`config.mk`:
```
export PLATFORM = sky130hd
export DESIGN_NAME = ind_reg_port
export DESIGN_NICKNAME = d
export VERILOG_FILES = /design/src/rtl/irp_pkg.sv /design/src/rtl/irp_seq.sv /design/src/rtl/irp_regs.sv /design/src/rtl/irp_intc.sv /design/src/rtl/ind_reg_port.sv
export SDC_FILE = /design/constraint.sdc
export NUM_CORES = 1
export LEC_CHECK = 0
export BUFFER_PORTS_ARGS = -buffer_cell sky130_fd_sc_hd__buf_4
export CELL_PAD_IN_SITES_DETAIL_PLACEMENT = 0
export CELL_PAD_IN_SITES_GLOBAL_PLACEMENT = 1
export CORE_MARGIN = 10
export CORE_UTILIZATION = 25
export DETAILED_ROUTE_END_ITERATION = 6
export PLACE_DENSITY = 0.47
export SYNTH_ARGS = -nofsm -noshare
export SYNTH_HDL_FRONTEND = slang
export SYNTH_SLANG_ARGS = --single-unit
```
`constraint.sdc`:
```
create_clock -name clk -period 4.75 [get_ports clk]
set_input_delay 0.95 -clock clk [delete_from_list [all_inputs] [get_ports clk]]
set_output_delay 0.95 -clock clk [all_outputs]
set_load 0.1 [all_outputs]
```
`src/rtl/irp_pkg.sv`:
```
`timescale 1ns/1ps
package irp_pkg;
  localparam int BYTE_W    = 8;
  localparam int MAX_BYTES = 2;
  localparam int IDX_W     = $clog2(MAX_BYTES + 1);
  localparam int NSLOT     = 9;
  localparam int SLOT_W    = 4;

  localparam logic [7:0] NUM_MODE  = 8'h21;
  localparam logic [7:0] NUM_XCTL  = 8'h44;
  localparam int MODE_MASK_BIT     = 2;
  localparam int XCTL_BEN_BIT      = 3;
  localparam int EVT_BXFER_BIT     = 4;

  typedef enum logic [1:0] {RK_NONE, RK_RAM, RK_MODE, RK_XCTL} rkind_e;

  typedef struct packed {
    rkind_e             kind;
    logic [SLOT_W-1:0]  slot;
    logic [IDX_W-1:0]   nbytes;
  } rinfo_t;

  function automatic rinfo_t lookup(input logic [7:0] num);
    rinfo_t r;
    r = '{kind: RK_NONE, slot: '0, nbytes: '0};
    case (num)
      NUM_MODE: r = '{kind: RK_MODE, slot: '0, nbytes: IDX_W'(1)};
      NUM_XCTL: r = '{kind: RK_XCTL, slot: '0, nbytes: IDX_W'(1)};
      8'h41:    r = '{kind: RK_RAM, slot: SLOT_W'(0), nbytes: IDX_W'(1)};
      8'h42:    r = '{kind: RK_RAM, slot: SLOT_W'(1), nbytes: IDX_W'(1)};
      8'h43:    r = '{kind: RK_RAM, slot: SLOT_W'(2), nbytes: IDX_W'(1)};
      8'h63:    r = '{kind: RK_RAM, slot: SLOT_W'(3), nbytes: IDX_W'(2)};
      8'h64:    r = '{kind: RK_RAM, slot: SLOT_W'(4), nbytes: IDX_W'(2)};
      8'h65:    r = '{kind: RK_RAM, slot: SLOT_W'(5), nbytes: IDX_W'(2)};
      8'h66:    r = '{kind: RK_RAM, slot: SLOT_W'(6), nbytes: IDX_W'(2)};
      8'h69:    r = '{kind: RK_RAM, slot: SLOT_W'(7), nbytes: IDX_W'(1)};
      8'h6A:    r = '{kind: RK_RAM, slot: SLOT_W'(8), nbytes: IDX_W'(1)};
      default:  r = '{kind: RK_NONE, slot: '0, nbytes: '0};
    endcase
    return r;
  endfunction
endpackage

```
`src/rtl/irp_seq.sv`:
```
`timescale 1ns/1ps
// Direct window decode, register-number latch and byte index sequencing.
module irp_seq
  import irp_pkg::*;
#(
  parameter int ADDR_W = 3
) (
  input  logic                clk,
  input  logic                rst,
  input  logic                wr_en,
  input  logic                rd_en,
  input  logic [ADDR_W-1:0]   addr,
  input  logic [BYTE_W-1:0]   wdata,
  output rinfo_t              info,
  output logic [IDX_W-1:0]    idx,
  output logic                in_range,
  output logic                dat_wr,
  output logic                dat_rd,
  output logic                ir_rd,
  output logic                any_rd
);
  logic [7:0]       num_q;
  logic [IDX_W-1:0] idx_q;
  logic             at_cmd, at_dat, cmd_wr;

  always_comb begin
    at_cmd   = (addr == ADDR_W'(0));
    at_dat   = (addr == ADDR_W'(1));
    any_rd   = rd_en & ~wr_en;
    cmd_wr   = wr_en & at_cmd;
    dat_wr   = wr_en & at_dat;
    dat_rd   = any_rd & at_dat;
    ir_rd    = any_rd & at_cmd;
    info     = lookup(num_q);
    idx      = idx_q;
    in_range = (idx_q < info.nbytes);
  end

  always_ff @(posedge clk) begin
    if (rst) begin
      num_q <= '0;
      idx_q <= '0;
    end else if (cmd_wr) begin
      num_q <= wdata;
      idx_q <= '0;
    end else if ((dat_wr | dat_rd) && in_range) begin
      idx_q <= idx_q + IDX_W'(1);
    end
  end
endmodule

```
`src/rtl/irp_regs.sv`:
```
`timescale 1ns/1ps
// Indirect register storage: inferable byte RAM plus two dedicated registers.
module irp_regs
  import irp_pkg::*;
#(
  parameter int SLOTS = NSLOT,
  parameter int BYTES = MAX_BYTES
) (
  input  logic              clk,
  input  logic              rst,
  input  rinfo_t            info,
  input  logic [IDX_W-1:0]  idx,
  input  logic              in_range,
  input  logic              dat_wr,
  input  logic              dat_rd,
  input  logic [BYTE_W-1:0] wdata,
  output logic [BYTE_W-1:0] rd_byte,
  output logic              irq_allow,
  output logic              bxfer_en
);
  localparam int DEPTH = SLOTS * BYTES;
  localparam int AW    = $clog2(DEPTH);

  logic [BYTE_W-1:0] mem [DEPTH];
  logic [BYTE_W-1:0] ram_q, ded_q, mode_q, xctl_q;
  logic [AW-1:0]     ram_a;
  logic              ram_we, ok_q, from_ram_q;

  always_comb begin
    ram_a  = AW'(info.slot) * AW'(BYTES) + AW'(idx);
    ram_we = dat_wr & in_range & (info.kind == RK_RAM);
  end

  always_ff @(posedge clk) begin
    if (ram_we) mem[ram_a] <= wdata;
    ram_q <= mem[ram_a];
  end

  always_ff @(posedge clk) begin
    if (rst) begin
      mode_q     <= '0;
      xctl_q     <= '0;
      ok_q       <= 1'b0;
      from_ram_q <= 1'b0;
      ded_q      <= '0;
    end else begin
      if (dat_wr && in_range && info.kind == RK_MODE) mode_q <= wdata;
      if (dat_wr && in_range && info.kind == RK_XCTL) xctl_q <= wdata;
      ok_q       <= dat_rd & in_range;
      from_ram_q <= (info.kind == RK_RAM);
      ded_q      <= (info.kind == RK_MODE) ? mode_q : xctl_q;
    end
  end

  always_comb begin
    rd_byte   = !ok_q ? '0 : (from_ram_q ? ram_q : ded_q);
    irq_allow = (mode_q[1:0] != 2'b00) & ~mode_q[MODE_MASK_BIT];
    bxfer_en  = xctl_q[XCTL_BEN_BIT];
  end
endmodule

```
`src/rtl/irp_intc.sv`:
```
`timescale 1ns/1ps
// Interrupt collection, clear-on-read and gated request output.
module irp_intc
  import irp_pkg::*;
#(
  parameter int EVT_W = 8
) (
  input  logic             clk,
  input  logic             rst,
  input  logic [EVT_W-1:0] evt,
  input  logic             ir_rd,
  input  logic             bxfer_en,
  input  logic             irq_allow,
  output logic [EVT_W-1:0] pend,
  output logic             irq
);
  logic [EVT_W-1:0] pend_q, accept;

  always_comb begin
    accept = evt;
    accept[EVT_BXFER_BIT] = evt[EVT_BXFER_BIT] & bxfer_en;
  end

  always_ff @(posedge clk) begin
    if (rst) begin
      pend_q <= '0;
      irq    <= 1'b0;
    end else begin
      pend_q <= (ir_rd ? '0 : pend_q) | accept;
      irq    <= (|pend_q) & irq_allow;
    end
  end

  assign pend = pend_q;
endmodule

```
`src/rtl/ind_reg_port.sv`:
```
`timescale 1ns/1ps
module ind_reg_port
  import irp_pkg::*;
#(
  parameter int ADDR_W = 3,
  parameter int EVT_W  = 8
) (
  input  logic              clk,
  input  logic              rst,
  input  logic              bus_wr,
  input  logic              bus_rd,
  input  logic [ADDR_W-1:0] bus_addr,
  input  logic [7:0]        bus_wdata,
  output logic [7:0]        bus_rdata,
  output logic              bus_rvalid,
  input  logic [EVT_W-1:0]  evt_in,
  output logic              irq
);
  rinfo_t            seq_info;
  logic [IDX_W-1:0]  seq_idx;
  logic              in_range, dat_wr, dat_rd, ir_rd, any_rd;
  logic [7:0]        rd_byte;
  logic              irq_allow, bxfer_en;
  logic [EVT_W-1:0]  pend;
  logic [7:0]        ir_snap_q;
  logic              src_ir_q, src_dat_q;

  irp_seq #(.ADDR_W(ADDR_W)) u_seq (
    .clk(clk), .rst(rst), .wr_en(bus_wr), .rd_en(bus_rd), .addr(bus_addr),
    .wdata(bus_wdata), .info(seq_info), .idx(seq_idx), .in_range(in_range),
    .dat_wr(dat_wr), .dat_rd(dat_rd), .ir_rd(ir_rd), .any_rd(any_rd)
  );

  irp_regs u_regs (
    .clk(clk), .rst(rst), .info(seq_info), .idx(seq_idx), .in_range(in_range),
    .dat_wr(dat_wr), .dat_rd(dat_rd), .wdata(bus_wdata), .rd_byte(rd_byte),
    .irq_allow(irq_allow), .bxfer_en(bxfer_en)
  );

  irp_intc #(.EVT_W(EVT_W)) u_intc (
    .clk(clk), .rst(rst), .evt(evt_in), .ir_rd(ir_rd), .bxfer_en(bxfer_en),
    .irq_allow(irq_allow), .pend(pend), .irq(irq)
  );

  always_ff @(posedge clk) begin
    if (rst) begin
      bus_rvalid <= 1'b0;
      src_ir_q   <= 1'b0;
      src_dat_q  <= 1'b0;
      ir_snap_q  <= '0;
    end else begin
      bus_rvalid <= any_rd;
      src_ir_q   <= ir_rd;
      src_dat_q  <= dat_rd;
      ir_snap_q  <= 8'(pend);
    end
  end

  assign bus_rdata = src_ir_q ? ir_snap_q : (src_dat_q ? rd_byte : 8'h00);
endmodule

```
* After elaboration in Yosys (flattened, before gate mapping)
Memory sizes are Yosys's and may differ from the RTL's. A register that Yosys moved wholly into a read port is not among the register bits.
Cells that the tools add are included.
** Cells by class
- Add/sub/neg operators :: 2
- Multiply operators :: 0
- Div/mod/pow operators :: 0
- Order comparisons :: 1
- Equal/unequal tests :: 15
- Shifts and indexed selects :: 0
- Mux-type cells :: 9
- Bitwise gates (word level) :: 15
- Reduce and logical (&&, ||, !) cells :: 8
** Operators by type and width (number)
- $pmux 8 s11 :: 1
- $eq 8x7->1 const B :: 10
- $mux 8 :: 6
- $and 1x1->1 :: 11
- $eq 8x6->1 const B :: 1
- $or 8x8->8 :: 1
- $reduce_or 8->1 :: 1
- $add 5x2->5 :: 1
- $eq 2x2->1 const B :: 2
- $logic_and 1x1->1 :: 4
- $eq 3x1->1 const B :: 1
- $logic_not 3->1 :: 1
- $add 2x1->2 const B :: 1
- $eq 2x1->1 const B :: 1
- $lt 2x2->1 :: 1
- $mux 1 :: 2
- $not 1->1 :: 2
- $reduce_bool 2->1 :: 1
- $reduce_or 2->1 :: 1
- $or 1x1->1 :: 1
** Word-level totals
- Register bits after elaboration :: 56
- Latch bits :: 0
- Memory bits (writable) :: 144
- ROM bits :: 0
- Input port bits :: 23
- Output and inout bits :: 10
- Word-level logic and storage cells :: 64
- Memories kept :: 1
** Memory list
- u_regs.mem :: depth 18, bits a word 8, read ports 1, clocked after Yosys merged registers in 1, wr ports 1, line irp_regs.sv:24 : logic [BYTE_W-1:0] mem [DEPTH];

* Depth between registers and ports, before layout
Gate-level depths: netlist (run 1).
- Depth in word-level cells :: 7
- Gate-level depth with buffers :: 14
- Depth with buffers taken out :: 12

* Cells and area by module
A second synthesis (run 1) with hierarchy kept.
** Second synthesis, totals
- Cells, all modules :: 626
- Area total of the unflattened synthesis :: 8574.5 um^2
** By module, submodules not included
- irp_regs :: times used 1, cells each 445, area each 7051.8 um^2, seq. area each 5004.8 um^2
- irp_seq :: times used 1, cells each 106, area each 780.7 um^2, seq. area each 200.2 um^2
- ind_reg_port :: times used 1, cells each 37, area each 399.1 um^2, seq. area each 220.2 um^2
- irp_intc :: times used 1, cells each 38, area each 342.8 um^2, seq. area each 180.2 um^2

* Least setup slack after synthesis (run 1)
OpenSTA, ideal clock, no wires.
- Path type :: reg2out
- From :: register u_regs.from_ram_q
- To :: output port bus_rdata[0]
- Arrival :: 2896 ps
- Required time :: 3800 ps
- Slack :: 904 ps
- Cell stages (with the launch flop) :: 4
- Path buffers :: 1
- Path through :: dfxtp_1 -> clkbuf_1 -> mux2i_1 -> o21ai_0
** Between the ends
- Cells in the longest elaborated chain, start to end :: 4
** Ends and longest elaborated chain
- start, declared :: line irp_regs.sv:27 : logic ram_we, ok_q, from_ram_q;
- start signal, assigned :: line irp_regs.sv:50 : from_ram_q <= (info.kind == RK_RAM);
- $mux 8 (2 in series) :: line irp_regs.sv:56 : rd_byte = !ok_q ? '0 : (from_ram_q ? ram_q : ded_q);
- $mux 8 (2 in series) :: line ind_reg_port.sv:59 : assign bus_rdata = src_ir_q ? ir_snap_q : (src_dat_q ? rd_byte : 8'h00);
- end, declared :: line ind_reg_port.sv:14 : output logic [7:0] bus_rdata,
No other way between the ends.

* Worst setup path after layout (run 1)
- From :: register u_seq.num_q[0]
- To :: memory u_regs.mem[8][5], enable pin
** Between the ends
- Cells in the longest elaborated chain, start to end :: 7
- Elaborated cells between the ends (all ways) :: 19
- Classes of those cells :: add/sub (1); order compare (1); eq/ne (12); mux (3); bitwise (2)
** Ends and longest elaborated chain
- start, declared :: line irp_seq.sv:22 : logic [7:0] num_q;
- start signal, assigned :: line irp_seq.sv:44 : num_q <= wdata;
- $eq 8x7->1 / $eq 8x6->1 (equally long branches) :: line irp_pkg.sv:26 : case (num)
- $pmux 8 s11 * :: line irp_pkg.sv:26
- $lt 2x2->1 :: line irp_seq.sv:36 : in_range = (idx_q < info.nbytes);
- $and 1x1->1 (2 in series) :: line irp_regs.sv:31 : ram_we = dat_wr & in_range & (info.kind == RK_RAM);
- $mux 1 :: line irp_regs.sv:35 : if (ram_we) mem[ram_a] <= wdata;
- $mux 1 (implied by the code) :: line irp_regs.sv:35
- end, declared :: line irp_regs.sv:24
Every way passes the cells marked *; elsewhere a longest branch is shown, timed or not.

==> results of run 1 <==
## stage by stage
stage                     std cells  util (%)  total power [µW]  hold WS [ns]
after floorplan                 555         -              2022        0.4211
after global placement         1016     27.60              2073        0.4577
after detailed placement       1016     27.60              2076        0.4636
after CTS                      1059     29.93              3878        0.4781
after global routing           1059     29.93              3954        0.4959
final                          1059     29.93              3809        0.4735
## flip-flops by register name, indices dropped and copies added (netlist names), 2 cells and up
register and cells:
u_regs.ded_q 8, u_regs.mem 144, u_regs.ram_q 8, u_seq.num_q 8, u_intc.pend 8, ir_snap_q 8, u_regs.mode_q 8, u_seq.idx 2
u_regs.xctl_q 8
## per-layer routing
layer	share of wire, %	track usage, %	up-vias
li1	-	-	2174
met5	0	0	-
met2	48	16.59	98
met3	4.6	2.316	23
met4	2.1	2.585	0
met1	45	12.54	2330
## power by group
group          switching (µW)  internal [µW]  leakage (µW)
clock network             692           1080      0.000378
logic                    54.5           23.9       0.00119
registers                9.25           1950       0.00182
total                     756           3050       0.00339
## cell families (layout without fill, tap and decap cells)
group	count (synthesis)	in the layout	share of synthesized area, %
flops	208	208	66.61
simple gates	148	148	9.456
mux	105	105	17.37
buf+inv	44	100	2.245
compound gates	42	42	3.271
xor+xnor	5	5	0.6097
fa+ha+maj	3	3	0.4461
## final cells by class
class / instances / share of cell area, %
inverter: 10 / 0.3759
clock inverter: 9 / 0.7267
timing repair buffer: 47 / 3.533
tap: 448 / 5.613
multi-input combinational: 303 / 26.55
sequential: 208 / 56.15
clock buffer: 34 / 7.054
## path summary, 6_finish.rpt
kind,start,end,slack [ns],cells past startpoint
worst min-delay path,u_intc.pend[0],u_intc.pend[0],0.47,2
worst max register to register,u_seq.num_q[0],u_regs.mem[8][5],0.95,10
worst min register to register,u_intc.pend[0],u_intc.pend[0],0.47,2
worst max-delay path,u_seq.num_q[0],u_regs.mem[8][5],0.95,10
## critical path, stage by stage (launching register included)
cell      delay, ns
dfxtp_1        0.65
nand2_1        0.13
xnor2_1        0.17
nand3_1        0.10
ha_1           0.36
a21oi_1        0.17
and3_1         0.24
nand2_1        0.10
a211oi_1       0.42
nand3_2        0.39
nor3b_2        0.69
## layout by cell type, fill, tap and decap left out, types with 2 or more instances in the layout
cell	netlist	routed
edfxtp_1	144	144
mux2i_1	65	65
dfxtp_1	64	63
buf_4	0	47
nand2_1	42	42
nor2_1	36	36
mux4_2	32	32
clkbuf_16	0	26
o21ai_0	16	16
a21oi_1	13	13
nor3_1	11	11
inv_1	10	10
nor2b_1	10	10
mux2_2	8	8
nor3b_1	6	6
and3_1	6	6
clkbuf_1	20	5
nand3b_1	4	4
nand2b_1	4	4
nor4_1	6	4
and2_1	4	4
clkinv_2	0	4
xor2_1	3	3
ha_1	3	3
a31oi_1	2	2
nor4b_2	1	2
nand3_1	2	2
or3_1	2	2
a211oi_1	2	2
o21a_1	2	2
nor3b_2	2	2
and4b_1	2	2
nor4_2	0	2
clkbuf_8	0	2
clkinvlp_4	0	2
clkinv_1	0	2
==> results.sh, run 1 <==
export IMPL_status="complete, no violations"
export IMPL_drtIter0Drc=220
export IMPL_syn_nets=581
export IMPL_seq_area_mm2=0.005607
export IMPL_gp_congestion=0.7494
export IMPL_cp_max_fo=15
export IMPL_syn_area_per_cell_um2=15.16
export IMPL_pre_cts_slack_ns=0.9611
export IMPL_drive_above_1_share_pct=22.59
export IMPL_grt_first_pass_wirelength_um=31420
export IMPL_cts_setup_buffers=0
export IMPL_first_pass_iters=4
export IMPL_fmax_ghz=0.2634
export IMPL_cts_root_buf="clkbuf_16"
export IMPL_wl_um=20250
export IMPL_clkTransAtPathRegs_ns=0.06
export IMPL_worstPathArrival_ns=3.93
export IMPL_synthTopCellsByCount="edfxtp_1, mux2i_1, dfxtp_1"
export IMPL_grt_ovfl_total=0
export IMPL_crit_path_start_kind="register"
export IMPL_slew_headroom_pct=31.23
export IMPL_worstSetupPathType="register to register"
export IMPL_yosys_register_bits=208
export IMPL_rsz0062_at_grt="false"
export IMPL_crit_required_ns=4.88
export IMPL_cts_buffer_depth=3
export IMPL_setup_slack_ns=0.9533
export IMPL_ys_warn_count=0
export IMPL_via_per_inst=4.367
export IMPL_vdd_drop_max_mv=0.2131
export IMPL_cts_tree="built"
export IMPL_chipHeight_um=203.5
export IMPL_grt_pass1_vias=5007
export IMPL_cts_inserted_buffers=24
export IMPL_fin_crit_sh_pct=79.93
export IMPL_skew_ns=0.009270
export IMPL_grt_start_max_net_pins=54
export IMPL_hold_path_class="register to register"
export IMPL_nets=620
export IMPL_yosys_cell_count_top_type="edfxtp_1"
export IMPL_antenna_left=0
export IMPL_insertion_delay_ns=0.51
export IMPL_placeableCoreArea_mm2=0.03336
export IMPL_ys_seq_area_share_pct=66.61
export IMPL_synth_area_leaders="edfxtp_1, dfxtp_1, mux4_2"
export IMPL_dieArea_mm2=0.04140
export IMPL_synth_top_cell_by_area="edfxtp_1"
export IMPL_leakagePower_uw=0.003390
export IMPL_drc_errors=0
export IMPL_place_area_mm2=0.009209
export IMPL_finalHoldViolCount=0
export IMPL_antenna_found_initial=0
export IMPL_synth_distinct_cells=51
export IMPL_netlist_instances=555
export IMPL_dpl_hpwl_um=13160
export IMPL_async_flop_share_pct=0
export IMPL_grt_use_total_pct=9.887
export IMPL_ctsHoldBuffers=0
export IMPL_p_per_area_mw_per_mm2=381.5
export IMPL_netlist_area_mm2=0.008416
export IMPL_area_growth_synth_to_final_pct=18.66
export IMPL_cts_sink_count=208
export IMPL_drt_wirelength_per_cell_um=19.12
export IMPL_setup_tns_ns=0
export IMPL_fin_crit_ns=3.797
export IMPL_n_fill_cell=3405
export IMPL_io_pins=33
export IMPL_tightest_slew_ns=1.029
export IMPL_via_count=4625
export IMPL_diodes=0
export IMPL_rows=67
export IMPL_drv_slew=0
export IMPL_ctsResizeCount=0
export IMPL_crit_path_end_kind="register"
export IMPL_multi_input_area_mm2=0.002651
export IMPL_synth_flop_cell="edfxtp_1"
export IMPL_cap_viol_max_count=0
export IMPL_setup_viol_count_final=0
export IMPL_chipWidth_um=203.5
export IMPL_netlist_area_leader_share_pct=51.38
export IMPL_port_buffers=32
export IMPL_start_util_pct=25.22
export IMPL_cts_htree_levels=1
export IMPL_fin_area_mm2=0.009986
export IMPL_synth_edf_count=144
No activity file was read; power rests on OpenSTA's default activity.
==> run 2: changes to the inputs <==
==> constraint.sdc (replaced) <==
create_clock -name clk -period 3.94 [get_ports clk]
set_input_delay 0.788 -clock clk [delete_from_list [all_inputs] [get_ports clk]]
set_output_delay 0.788 -clock clk [all_outputs]
set_load 0.1 [all_outputs]
==> run 2 against run 1 <==
Routed wire length fell by 2.0%; first-iteration DRC count rose by 25%; clock power rose by 31%; hold slack improved by 0.0079 ns; sequential cell count did not move; sequential power rose by 20%; die area did not move; setup slack got worse by 0.57 ns; non-clock buffer count rose by 5; combinational power rose by 21%; maximum frequency rose by 6.6%; critical path type unchanged; largest cell class unchanged; largest power group unchanged.
==> results.sh, run 2 (same netlist as run 1, synthesis figures left out) <==
export IMPL_status="complete, no violations"
export IMPL_cts_buffer_depth=3
export IMPL_fin_crit_ns=3.561
export IMPL_io_pins=33
export IMPL_setup_viol_count_final=0
export IMPL_stdcell_count=1065
export IMPL_path_buf_inv=0
export IMPL_placeableCoreArea_mm2=0.03336
export IMPL_most_common_layout_cells="edfxtp_1, mux2i_1, dfxtp_1"
export IMPL_hold_path_class="register to register"
export IMPL_place_inst=1021
export IMPL_cp_cell_sequence="nand2_1 > xnor2_1 > nand3_1 > ha_1 > a21oi_1 > and3_1 > nand2_1 > a211oi_1 > nand3_2 > nor4_4"
export IMPL_largest_reg_flops=144
export IMPL_cts_inserted_buffers=24
export IMPL_drv_slew=0
export IMPL_area_growth_synth_to_final_pct=19.89
export IMPL_drive_above_1_share_pct=23.18
export IMPL_cap_viol_max_count=0
export IMPL_drt_wirelength_per_cell_um=18.63
export IMPL_gp_congestion=0.7518
export IMPL_wl_um=19840
export IMPL_cts_root_buf="clkbuf_16"
export IMPL_via_count=4631
export IMPL_leakagePower_uw=0.003441
export IMPL_crit_path_end_kind="register"
export IMPL_via_per_inst=4.348
export IMPL_clkTransAtPathRegs_ns=0.06
export IMPL_drc_errors=0
export IMPL_antenna_left=0
export IMPL_finalHoldWorstSlack_ns=0.4814
export IMPL_grt_pass1_vias=4975
export IMPL_utilization_pct=30.24
export IMPL_cp_max_fo=15
export IMPL_rows=67
export IMPL_cts_htree_levels=1
export IMPL_grt_use_total_pct=9.735
export IMPL_nets=625
export IMPL_final_common_cell="edfxtp_1"
export IMPL_drtIter0Drc=275
export IMPL_insertion_delay_ns=0.51
export IMPL_grt_start_max_net_pins=54
export IMPL_antenna_found_initial=0
export IMPL_crit_required_ns=4.08
export IMPL_vdd_drop_max_mv=0.2915
export IMPL_grt_ovfl_total=0
export IMPL_pre_cts_slack_ns=0.3035
export IMPL_ctsResizeCount=0
export IMPL_worstPathArrival_ns=3.70
export IMPL_cts_setup_buffers=0
export IMPL_worstSetupPathType="register to register"
export IMPL_critPathMaxStageDelay_ns=0.65
export IMPL_cts_sink_count=208
export IMPL_start_util_pct=25.22
export IMPL_grt_first_pass_wirelength_um=31110
export IMPL_dpl_hpwl_um=13020
export IMPL_critPathTopFamily="simple AND/OR/NAND/NOR gates"
export IMPL_skew_ns=0.01419
export IMPL_cts_tree="built"
export IMPL_ctsHoldBuffers=0
export IMPL_fin_crit_sh_pct=90.39
export IMPL_diodes=0
export IMPL_p_per_area_mw_per_mm2=474.5
export IMPL_worst_path_max_delay_cell="dfxtp_1"
export IMPL_setup_tns_ns=0
export IMPL_finalHoldViolCount=0
export IMPL_setup_slack_ns=0.3786
export IMPL_chipHeight_um=203.5
export IMPL_first_pass_iters=4
export IMPL_tightest_slew_ns=0.9392
export IMPL_critPathMostFrequentCell="nand2_1"
export IMPL_fmax_ghz=0.2808
export IMPL_crit_path_start_kind="register"
export IMPL_top_register="u_regs.mem"
export IMPL_chipWidth_um=203.5
export IMPL_rsz0062_at_grt="false"
export IMPL_slew_headroom_pct=37.39
export IMPL_port_buffers=32
export IMPL_dieArea_mm2=0.04140
run 2: cell count changes in the layout (fill, tap and decap cells not counted), moves of 2 or more:
| cell | before | now |
|---|---|---|
| bufinv_16 | 1 | 5 |
| clkinv_1 | 2 | 4 |
| clkbuf_8 | 2 | 0 |
| buf_4 | 47 | 52 |
run 2: through the flow:
| stage | total power [µW] | area (µm²) |
|---|---|---|
| final | 4787 | 10090 |
| after global routing | 4960 | 10090 |
| after CTS | 4859 | 10090 |
| after detailed placement | 2504 | 9246 |
| after global placement | 2502 | 9246 |
| after floorplan | 2438 | 8416 |
run 2: layer usage:
metal	track usage, %	share of wire, %
met1	12.88	45
met2	15.97	48
met3	1.761	4.9
met4	2.798	2.0
met5	0	0
run 2: final timing paths:
kind,endpoint,cells past startpoint,slack (ns),startpoint
min reg2reg,u_intc.pend[6],2,0.48,u_intc.pend[6]
max reg2reg,u_regs.mem[3][1],10,0.38,u_seq.num_q[0]
min,u_intc.pend[6],2,0.48,u_intc.pend[6]
max,u_regs.mem[3][1],10,0.38,u_seq.num_q[0]
run 2: layout make-up:
class	count	area, µm²
inverters	10	37.54
well taps	448	560.5
multi-input cells	303	2654
repair buffers	52	390.4
flip-flops and latches	208	5607
fillers	3412	23270
clock buffers	30	644.4
clock inverters	14	196.4
run 2: power by group:
group	internal [µW]	switching [µW]
logic	28.8	66.2
clock network	1490	850
registers	2350	11.5
total	3860	927
run 2: worst reg2reg max path: stages, from the launching register on:
cell,delay (ns)
dfxtp_1,0.65
nand2_1,0.13
xnor2_1,0.16
nand3_1,0.10
ha_1,0.36
a21oi_1,0.16
and3_1,0.24
nand2_1,0.10
a211oi_1,0.34
nand3_2,0.30
nor4_4,0.65
==> run 3: changes to the inputs <==
--- a/config.mk
+++ b/config.mk
@@ -14,4 +14,5 @@
 export PLACE_DENSITY = 0.47
 export SYNTH_ARGS = -nofsm -noshare
 export SYNTH_HDL_FRONTEND = slang
+export SYNTH_HIERARCHICAL = 1
 export SYNTH_SLANG_ARGS = --single-unit
==> run 3 against run 2 <==
Synthesized cell count grew 12%; critical path depth decreased by 2; utilization is 0.35 points higher; highest routed layer unchanged; largest power group is now clock; largest cell class unchanged.
==> results.sh, run 3 <==
export IMPL_status="complete, no violations"
export IMPL_power_uw=5033
export IMPL_vdd_drop_max_mv=0.2869
export IMPL_crit_required_ns=4.07
export IMPL_clkPwrFrac_pct=51.4
export IMPL_min_path_cells=2
export IMPL_via_count=5091
export IMPL_p_sw_uw=952.5
export IMPL_drc_errors=0
export IMPL_min_to="u_regs/xctl_q[0]"
export IMPL_timing_rr_end="u_regs/mem[9][2]"
export IMPL_chipHeight_um=205.1
export IMPL_antenna_found_initial=0
export IMPL_cts_buffer_depth=3
export IMPL_ctsHoldBuffers=0
export IMPL_place_area_mm2=0.009364
export IMPL_syn_nets=650
export IMPL_worstPathArrival_ns=3.75
export IMPL_dieArea_mm2=0.04207
export IMPL_grt_first_pass_wirelength_um=33020
export IMPL_top_register="u_regs/mem"
export IMPL_io_pins=33
export IMPL_rsz0062_at_grt="false"
export IMPL_crit_path_start_kind="register"
export IMPL_port_buffers=32
export IMPL_setup_viol_count_final=0
export IMPL_fin_area_mm2=0.01031
export IMPL_fmax_ghz=0.2768
export IMPL_cts_inserted_buffers=24
export IMPL_most_common_layout_cells="edfxtp_1, nand2_1, dfxtp_1"
export IMPL_pre_cts_slack_ns=0.3628
export IMPL_grt_pass1_vias=5306
export IMPL_cts_htree_levels=1
export IMPL_cts_sink_count=208
export IMPL_slew_headroom_pct=51.97
export IMPL_diodes=0
export IMPL_finalHoldWorstSlack_ns=0.4530
export IMPL_leakagePower_uw=0.003297
export IMPL_setup_tns_ns=0
export IMPL_chipWidth_um=205.1
export IMPL_grt_ovfl_total=0
export IMPL_cap_viol_max_count=0
export IMPL_ctsResizeCount=0
export IMPL_rows=67
export IMPL_hold_path_class="register to register"
export IMPL_seqPwrFrac_pct=46.7
export IMPL_worstSetupPathType="register to register"
export IMPL_power_frac_comb_pct=1.9
export IMPL_finalHoldViolCount=0
export IMPL_fin_crit_sh_pct=91.69
export IMPL_tightest_slew_ns=0.7190
export IMPL_grt_use_total_pct=10.21
export IMPL_cp_max_fo=14
export IMPL_largest_reg_flops=144
export IMPL_area_growth_synth_to_final_pct=20.34
export IMPL_crit_path_end_kind="register"
export IMPL_p_per_area_mw_per_mm2=488.2
export IMPL_cts_tree="built"
export IMPL_nets=702
export IMPL_p_int_uw=4081
export IMPL_setup_slack_ns=0.3274
export IMPL_dpl_hpwl_um=14400
export IMPL_drt_wirelength_per_cell_um=18.97
export IMPL_ys_warn_count=6
export IMPL_antenna_left=0
export IMPL_n_fill_cell=3437
export IMPL_worstRegToRegCells=8
export IMPL_insertion_delay_ns=0.51
export IMPL_netlist_instances=624
export IMPL_placeableCoreArea_mm2=0.03370
export IMPL_swShare_pct=18.92
export IMPL_min_delay_start="u_regs/xctl_q[0]"
export IMPL_netlist_area_mm2=0.008567
export IMPL_via_per_inst=4.458
export IMPL_drive_above_1_share_pct=20.46
export IMPL_cts_root_buf="clkbuf_16"
export IMPL_start_util_pct=25.42
export IMPL_gp_congestion=0.7447
export IMPL_timing_rr_start="u_seq/num_q[5]"
export IMPL_syn_area_per_cell_um2=13.73
export IMPL_fin_crit_ns=3.613
export IMPL_first_pass_iters=5
export IMPL_r2r_setup_slack_ns=0.33
export IMPL_cts_setup_buffers=0
export IMPL_grt_start_max_net_pins=57
export IMPL_drv_slew=0
export IMPL_wl_um=21670
export IMPL_final_common_cell="edfxtp_1"
export IMPL_skew_ns=0.01899
export IMPL_drtIter0Drc=295
export IMPL_clkTransAtPathRegs_ns=0.06
run 3: cell count changes in the layout (fill, tap and decap cells not counted), sizes merged, moves of 7 or more:
cell / change
nor2: -9
nor3b: -7
a22oi: +16
a21oi: +32
nand2b: +8
a32oi: +8
nor2b: +16
nand2: +39
mux2i: -17
mux4: -16
run 3: worst max-delay path by stage:
stage                                  from                to  slack [ns]  cells past startpoint
after floorplan           u_regs/from_ram_q      bus_rdata[5]        0.11                      5
after global placement       u_seq/num_q[5]  u_regs/mem[9][5]        0.50                      8
after detailed placement     u_seq/num_q[5]  u_regs/mem[9][3]        0.36                      8
after CTS                    u_seq/num_q[5]  u_regs/mem[9][4]        0.35                      8
after global routing         u_seq/num_q[5]  u_regs/mem[9][2]        0.08                      8
final                        u_seq/num_q[5]  u_regs/mem[9][2]        0.33                      8
run 3: area by class of cell:
class | count | area (µm²) | share of cell area, %
clock buffer | 31 | 698.2 | 6.772
clock inverter | 13 | 247.7 | 2.403
inverter | 15 | 56.30 | 0.5461
multi-input combinational | 369 | 2694 | 26.13
sequential | 208 | 5605 | 54.37
tap | 448 | 560.5 | 5.437
timing repair buffer | 58 | 447.9 | 4.345
run 3: critical path, stage by stage, from the launching register on:
cell and delay [ns]:
dfxtp_1 0.58, nand3_1 0.20, or3_1 0.39, ha_1 0.23, or2_2 0.27, o22ai_1 0.33
and4b_1 0.39, nand3b_1 0.23, nor3_2 0.60
run 3: stage by stage:
| step | utilization [%] | cells |
|---|---|---|
| after floorplan | - | 624 |
| after global placement | 27.79 | 1098 |
| after detailed placement | 27.79 | 1098 |
| after CTS | 30.59 | 1142 |
| after global routing | 30.59 | 1142 |
| final | 30.59 | 1142 |
run 3: per-layer routing:
layer	track usage [%]	vias to the layer above	share of wire, %
met4	2.862	0	2.4
met1	13.13	2553	44
met2	17.36	93	50
met3	1.643	28	3.8
li1	-	2417	-
met5	0	-	0
run 3: power by group through the flow:
stage / Combinational, µW / Sequential [µW] / Clock [µW]
after floorplan: 39.0 / 2400 / 0
after global placement: 97.4 / 2400 / 0
after detailed placement: 99.0 / 2400 / 0
after CTS: 98.9 / 2350 / 2660
after global routing: 107 / 2350 / 2730
final: 95.3 / 2350 / 2590
